<file path="src/rtl/bfly_pkg.sv">
package bfly_pkg;

  // Half of a frame the slot counter is in.
  typedef enum logic {
    PH_CAPTURE = 1'b0,
    PH_RELEASE = 1'b1
  } phase_e;

  // Sign-extend a W-bit word by one bit, returned in a 64-bit container.
  function automatic logic [63:0] sext1(input logic [63:0] v, input int w);
    logic [63:0] r;
    r = v;
    for (int i = w; i < 64; i++) r[i] = v[w-1];
    return r;
  endfunction

endpackage

</file>
<file path="src/rtl/bfly_slot_ctrl.sv">
module bfly_slot_ctrl #(
  parameter int PAIRS = 4,
  localparam int N  = 2 * PAIRS,
  localparam int CW = $clog2(N),
  localparam int SW = $clog2(PAIRS)
) (
  input  logic             clk,
  input  logic             rst_n,
  input  logic             in_valid,
  input  logic             in_dim,
  output logic [PAIRS-1:0] cap_en,
  output logic             rel_en,
  output logic [SW-1:0]    rel_idx,
  output logic             frame_dim
);
  import bfly_pkg::*;

  logic [CW-1:0] cnt_q, cnt_d;
  logic          dim_q, dim_d;
  phase_e        phase;

  // Word position inside the frame.
  always_comb begin
    cnt_d = cnt_q;
    if (in_valid) begin
      if (cnt_q == CW'(N - 1)) cnt_d = '0;
      else                     cnt_d = cnt_q + CW'(1);
    end
  end

  always_ff @(posedge clk or negedge rst_n) begin
    if (!rst_n) cnt_q <= '0;
    else        cnt_q <= cnt_d;
  end

  assign phase = (cnt_q < CW'(PAIRS)) ? PH_CAPTURE : PH_RELEASE;

  // Write selects for the reorder bank: one register per capture slot.
  for (genvar k = 0; k < PAIRS; k++) begin : g_cap
    assign cap_en[k] = in_valid && (phase == PH_CAPTURE) && (cnt_q == CW'(k));
  end

  // Release: pair the live word with its mirror partner.
  assign rel_en  = in_valid && (phase == PH_RELEASE);
  assign rel_idx = SW'(CW'(N - 1) - cnt_q);

  // Dimension flag belongs to the frame and is taken with word 0.
  always_comb begin
    dim_d = dim_q;
    if (cap_en[0]) dim_d = in_dim;
  end

  always_ff @(posedge clk or negedge rst_n) begin
    if (!rst_n) dim_q <= 1'b0;
    else        dim_q <= dim_d;
  end

  assign frame_dim = dim_q;

  // the last word of a frame is followed by word 0.
  a_r6_frame_wrap: assert property (@(posedge clk) disable iff (!rst_n)
    (in_valid && cnt_q == CW'(N - 1)) |=> (cnt_q == '0));

  // a stall cycle does not move the schedule.
  a_r7_stall_holds_slot: assert property (@(posedge clk) disable iff (!rst_n)
    !in_valid |=> $stable(cnt_q));

  // at most one reorder register is written in any cycle.
  a_r2_single_capture: assert property (@(posedge clk) disable iff (!rst_n)
    $onehot0(cap_en));

endmodule

</file>
<file path="src/rtl/bfly_reorder_bank.sv">
module bfly_reorder_bank #(
  parameter int W     = 12,
  parameter int PAIRS = 4,
  localparam int SW   = $clog2(PAIRS)
) (
  input  logic             clk,
  input  logic             rst_n,
  input  logic [W-1:0]     in_word,
  input  logic [PAIRS-1:0] cap_en,
  input  logic [SW-1:0]    rel_idx,
  output logic [W-1:0]     rd_word
);

  logic [W-1:0] slot_q [PAIRS];
  logic [W-1:0] slot_d [PAIRS];

  for (genvar k = 0; k < PAIRS; k++) begin : g_slot
    always_comb begin
      slot_d[k] = slot_q[k];
      if (cap_en[k]) slot_d[k] = in_word;
    end

    always_ff @(posedge clk or negedge rst_n) begin
      if (!rst_n) slot_q[k] <= '0;
      else        slot_q[k] <= slot_d[k];
    end

    // a stored word changes only when its own select is active.
    a_r9_slot_kept: assert property (@(posedge clk) disable iff (!rst_n)
      !cap_en[k] |=> $stable(slot_q[k]));
  end

  // Read mux toward the shared adder/subtractor.
  always_comb begin
    rd_word = slot_q[0];
    for (int k = 1; k < PAIRS; k++) begin
      if (rel_idx == SW'(k)) rd_word = slot_q[k];
    end
  end

endmodule

</file>
<file path="src/rtl/bfly_addsub_out.sv">
module bfly_addsub_out #(
  parameter int W     = 12,
  parameter int PAIRS = 4,
  localparam int SW   = $clog2(PAIRS),
  localparam int OW   = W + 1
) (
  input  logic          clk,
  input  logic          rst_n,
  input  logic          rel_en,
  input  logic [SW-1:0] rel_idx,
  input  logic          frame_dim,
  input  logic [W-1:0]  lo_word,
  input  logic [W-1:0]  hi_word,
  output logic          out_valid,
  output logic [OW-1:0] out_sum,
  output logic [OW-1:0] out_diff,
  output logic [SW-1:0] out_tag,
  output logic          out_dim
);
  import bfly_pkg::*;

  logic [OW-1:0] lo_x, hi_x;
  logic [63:0]   lo_e, hi_e;
  logic [OW-1:0] sum_d, diff_d, sum_q, diff_q;
  logic [SW-1:0] tag_d, tag_q;
  logic          dim_d, dim_q, vld_q;

  assign lo_e = sext1(64'(lo_word), W);
  assign hi_e = sext1(64'(hi_word), W);
  assign lo_x = lo_e[OW-1:0];
  assign hi_x = hi_e[OW-1:0];

  // The single shared adder and subtractor.
  always_comb begin
    sum_d  = sum_q;
    diff_d = diff_q;
    tag_d  = tag_q;
    dim_d  = dim_q;
    if (rel_en) begin
      sum_d  = lo_x + hi_x;
      diff_d = lo_x - hi_x;
      tag_d  = rel_idx;
      dim_d  = frame_dim;
    end
  end

  always_ff @(posedge clk or negedge rst_n) begin
    if (!rst_n) begin
      sum_q  <= '0;
      diff_q <= '0;
      tag_q  <= '0;
      dim_q  <= 1'b0;
      vld_q  <= 1'b0;
    end else begin
      sum_q  <= sum_d;
      diff_q <= diff_d;
      tag_q  <= tag_d;
      dim_q  <= dim_d;
      vld_q  <= rel_en;
    end
  end

  assign out_valid = vld_q;
  assign out_sum   = sum_q;
  assign out_diff  = diff_q;
  assign out_tag   = tag_q;
  assign out_dim   = dim_q;

  // sum and difference of the same operands share their lowest bit.
  a_r5_sum_diff_parity: assert property (@(posedge clk) disable iff (!rst_n)
    out_valid |-> (out_sum[0] == out_diff[0]));

endmodule

</file>
<file path="src/rtl/bfly_share_top.sv">
module bfly_share_top #(
  parameter int W     = 12,
  parameter int PAIRS = 4,
  localparam int SW   = $clog2(PAIRS)
) (
  input  logic          clk,
  input  logic          rst_n,
  input  logic          in_valid,
  input  logic [W-1:0]  in_word,
  input  logic          in_dim,
  output logic          out_valid,
  output logic [W:0]    out_sum,
  output logic [W:0]    out_diff,
  output logic [SW-1:0] out_tag,
  output logic          out_dim
);

  logic [PAIRS-1:0] cap_en;
  logic             rel_en;
  logic [SW-1:0]    rel_idx;
  logic             frame_dim;
  logic [W-1:0]     rd_word;

  bfly_slot_ctrl #(.PAIRS(PAIRS)) u_ctrl (
    .clk       (clk),
    .rst_n     (rst_n),
    .in_valid  (in_valid),
    .in_dim    (in_dim),
    .cap_en    (cap_en),
    .rel_en    (rel_en),
    .rel_idx   (rel_idx),
    .frame_dim (frame_dim)
  );

  bfly_reorder_bank #(.W(W), .PAIRS(PAIRS)) u_bank (
    .clk     (clk),
    .rst_n   (rst_n),
    .in_word (in_word),
    .cap_en  (cap_en),
    .rel_idx (rel_idx),
    .rd_word (rd_word)
  );

  bfly_addsub_out #(.W(W), .PAIRS(PAIRS)) u_addsub (
    .clk       (clk),
    .rst_n     (rst_n),
    .rel_en    (rel_en),
    .rel_idx   (rel_idx),
    .frame_dim (frame_dim),
    .lo_word   (rd_word),
    .hi_word   (in_word),
    .out_valid (out_valid),
    .out_sum   (out_sum),
    .out_diff  (out_diff),
    .out_tag   (out_tag),
    .out_dim   (out_dim)
  );

  // back-to-back pairs come out with tags counting down by one.
  a_r6_tag_descends: assert property (@(posedge clk) disable iff (!rst_n)
    (out_valid && $past(out_valid)) |-> ((out_tag + SW'(1)) == $past(out_tag)));

  // no pair can appear in the cycle after a stall.
  a_r7_no_pair_after_stall: assert property (@(posedge clk) disable iff (!rst_n)
    !in_valid |=> !out_valid);

endmodule

</file>
<file path="config.mk">
export PLATFORM = sky130hd
export DESIGN_NAME = bfly_share_top
export DESIGN_NICKNAME = d
export VERILOG_FILES = /design/src/rtl/bfly_pkg.sv /design/src/rtl/bfly_slot_ctrl.sv /design/src/rtl/bfly_reorder_bank.sv /design/src/rtl/bfly_addsub_out.sv /design/src/rtl/bfly_share_top.sv
export SDC_FILE = /design/constraint.sdc
export NUM_CORES = 1
export LEC_CHECK = 0
export ABC_AREA = 1
export BUFFER_PORTS_ARGS = -buffer_cell sky130_fd_sc_hd__clkbuf_2
export CAP_MARGIN = 30
export CORE_MARGIN = 2
export CORE_UTILIZATION = 35
export CTS_BUF_LIST = sky130_fd_sc_hd__clkbuf_4 sky130_fd_sc_hd__clkbuf_8 sky130_fd_sc_hd__clkbuf_16
export DETAILED_ROUTE_END_ITERATION = 6
export HOLD_SLACK_MARGIN = 0.1
export PLACE_DENSITY = 0.6
export SLEW_MARGIN = 0
export SYNTH_ARGS = -nofsm -noshare
export SYNTH_HDL_FRONTEND = slang
export SYNTH_SLANG_ARGS = --single-unit
</file>
<file path="constraint.sdc">
create_clock -name clk -period 2.5 [get_ports clk]
set_input_delay 0.375 -clock clk [delete_from_list [all_inputs] [get_ports clk]]
set_output_delay 0.375 -clock clk [all_outputs]
set_load 0.1 [all_outputs]
</file>
==> run metrics <==
status=finished, violations left; violated checks=setup timing; Layout fillers=1369; Detailed Routing Iterations Pass 1=4; Post-synth ARST share=100%; Longest Clk Path Bufs=2; class of the worst hold path=in -> reg; vias in the first global route=4328; Non-Filler Instances=920; Clock Skews=0.0106 ns; critical path's top delay family=simple AND/OR/NAND/NOR gates; final clock period utilization by the worst path=102%; largest net degree at the start of global routing=43; Post-synth top flop=dfrtp_1; WS Path Type=reg -> reg; sequential-to-total area share from yosys stat=41.1%; Initial Utilization=35.7%; CP Max Fanout=18; WL/cell=13.6 µm; worst r2r src=u_ctrl.cnt_q[0]; # DRC=0; CP Capture Type=register; GR Overflow Total=0; Skew-Pair Late Insertion Delay=0.34 ns; final hold vios=0; CP Buf/Inv Count=4; Final setup viols=5; vias per cell=4.75; antenna-violating nets left=0; Post-synth EDFFs=0; RSZ-0062 raised after global routing=yes; number of diodes=0; maxcap violations=0; clk sinks=81; number of nets in the layout=784; initial antenna violation count=0; area delta synth->final=29.6%; synth unique cells=35; min-delay src=in_dim; Slowest Stage Delay on Critical Path=0.42 ns; actual slew at the worst max-slew pin=0.578 ns; CP dominant cell by count=nand2_1; pre-CTS WS=-0.227 ns; GRT Total Usage=17.6%; Placement Cell Area=5670 µm²; Final HPWL DP=9.37 mm; relative max-transition margin=61.5%; crit path launch type=register; synth warn=0; Port Buffer Count=45; Fmax achieved=393 MHz; Iter 0 DRT Violations=321; H-tree levels=3; Placed Cells=891; syn_nets=682; die height=123 µm; CORE AREA=13800 µm²; GPL Wtd Cong=0.872; TritonCTS buffer count=9; crit path launch=u_ctrl.cnt_q[0]; fin area=6390 µm²; # rows=43; Die Span X=123 µm; Setup TNS Final=-0.139 ns; Pins Over Slew Limit=0; fraction of layout cells with a size suffix above 1=32.8%; first-pass GRT wire length=21.0 mm; fin crit period=2.54 ns; WP data required=2.73 ns; Total Wirelength=12.5 mm; # IOs=46; arrival time at the worst endpoint=2.78 ns; CTS tree=yes; full die area=15100 µm²; Final WS setup=-0.0442 ns; critical path cell sequence=buf_6 > ha_4 > inv_2 > buf_12 > nand3_1 > o21ai_2 > a21oi_2 > ha_4 > inv_2 > nand2_1 > nand2_1 > nand2_1 > nand3b_1 > or2_1 > nand3_1 > nand2_1; CTS Root Cell=clkbuf_16; Synth Cell Area=4930 µm²; clock-pin transition on the worst setup and hold timing paths=0.07 ns; slowest CP cell=dfrtp_1; cells after synthesis=634; Vias=4366; Avg Cell Area, Syn=7.78 µm²; FF+latch count, synth=81
[state kept, by name (all words and copies together) (netlist names)]
name and count:
u_ctrl.frame_dim 1, u_addsub.out_tag 2, u_addsub.out_dim 1, u_addsub.out_valid 1, u_addsub.out_diff 12, u_addsub.out_sum 13, u_bank.slot_q 48, u_ctrl.cnt_q 3
[path summary, 6_finish.rpt]
check                                        to  slack (ns)  cells after the start
setup / recovery            u_addsub.out_sum[6]       -0.04                     16
hold / removal                 u_ctrl.frame_dim        0.28                      3
setup reg to reg            u_addsub.out_sum[6]       -0.04                     16
hold reg to reg               u_bank.slot_q[16]        0.48                      2
max in group asynchronous     u_bank.slot_q[44]        1.29                      3
min in group asynchronous  u_addsub.out_sum[12]        0.58                      2
[per-layer routing]
layer / track usage (%) / share of wire [%] / up-vias
li1: - / - / 2231
met1: 24.0 / 48 / 2054
met2: 28.7 / 47 / 66
met3: 3.95 / 3.8 / 15
met4: 3.81 / 1.4 / 0
met5: 0 / 0 / -
[worst reg2reg max path, cell delays in order (launching register included)]
cell and delay (ns):
dfrtp_1 0.42, buf_6 0.14, ha_4 0.16, inv_2 0.09, buf_12 0.15, nand3_1 0.11
o21ai_2 0.09, a21oi_2 0.10, ha_4 0.33, inv_2 0.07, nand2_1 0.09, nand2_1 0.06
nand2_1 0.06, nand3b_1 0.18, or2_1 0.27, nand3_1 0.09, nand2_1 0.06
[area by class of cell]
class | count | area (µm²) | area share (%)
flip-flops and latches | 81 | 2030 | 31.7
multi-input cells | 456 | 2800 | 43.7
repair buffers | 115 | 808 | 12.6
clock inverters | 6 | 36.3 | 0.567
inverters | 73 | 277 | 4.32
well taps | 180 | 225 | 3.52
clock buffers | 9 | 225 | 3.52
[synthesized netlist by cell type (2+ instances only)]
cell	count	share of area, %
inv_2	6	0.46
fa_1	2	0.81
nand3_1	40	4.1
o21bai_1	3	0.46
o21ai_1	17	1.7
xor2_1	6	1.1
a31oi_1	2	0.25
inv_1	67	5.1
and3_1	2	0.25
nand2_4	4	0.91
buf_6	9	2.1
a21oi_1	24	2.4
ha_1	30	7.6
buf_4	3	0.46
clkbuf_1	8	0.61
nor2_2	4	0.51
nor2_1	40	3.0
dfrtp_1	81	41
nand4_1	7	0.89
nand2_1	202	15
o21ai_0	29	2.9
o21ai_2	32	5.7
buf_2	4	0.41
[through the flow]
stage                     hold WS, ns  util (%)
final                           0.278      46.2
after global routing            0.275      46.2
after CTS                       0.269      45.4
after detailed placement        0.413      41.0
after global placement          0.398      41.0
after floorplan                0.0794         -
[what timing repair did]
item                                   CTS  global route
buffers inserted                        11             2
cloned                                   0             0
setup endpoints to repair               17            21
pin swaps                               21             7
hold buffers                             1             0
endpoints found under the hold margin   41             0
gates resized for setup                 63            33
[placed cells by master (no fill, tap or decap), types with 14 or more instances in the layout]
| cell | Yosys | final |
|---|---|---|
| buf_4 | 3 | 63 |
| o21ai_0 | 29 | 19 |
| nand2_1 | 202 | 198 |
| nand3_1 | 40 | 35 |
| dfrtp_1 | 81 | 81 |
| inv_2 | 6 | 14 |
| o21ai_2 | 32 | 34 |
| nor2_1 | 40 | 27 |
| o21ai_1 | 17 | 25 |
| clkbuf_2 | 0 | 44 |
| inv_1 | 67 | 58 |
| ha_1 | 30 | 16 |
[cell families (layout without fill, tap and decap cells)]
| logic type | Yosys count | after routing | share of synthesized area [%] |
|---|---|---|---|
| XOR/XNOR | 7 | 7 | 1.24 |
| flip-flops | 81 | 81 | 41.1 |
| AND/OR/NAND/NOR | 305 | 305 | 25.9 |
| adder cells (fa/ha/maj) | 32 | 32 | 8.42 |
| buffers and inverters | 97 | 203 | 9.08 |
| AO/OA/AOI/OAI | 112 | 112 | 14.3 |
Power is left out: the tool's default activity adds up to more than one toggle a clock period on the data nets, which glitch-free logic cannot reach.
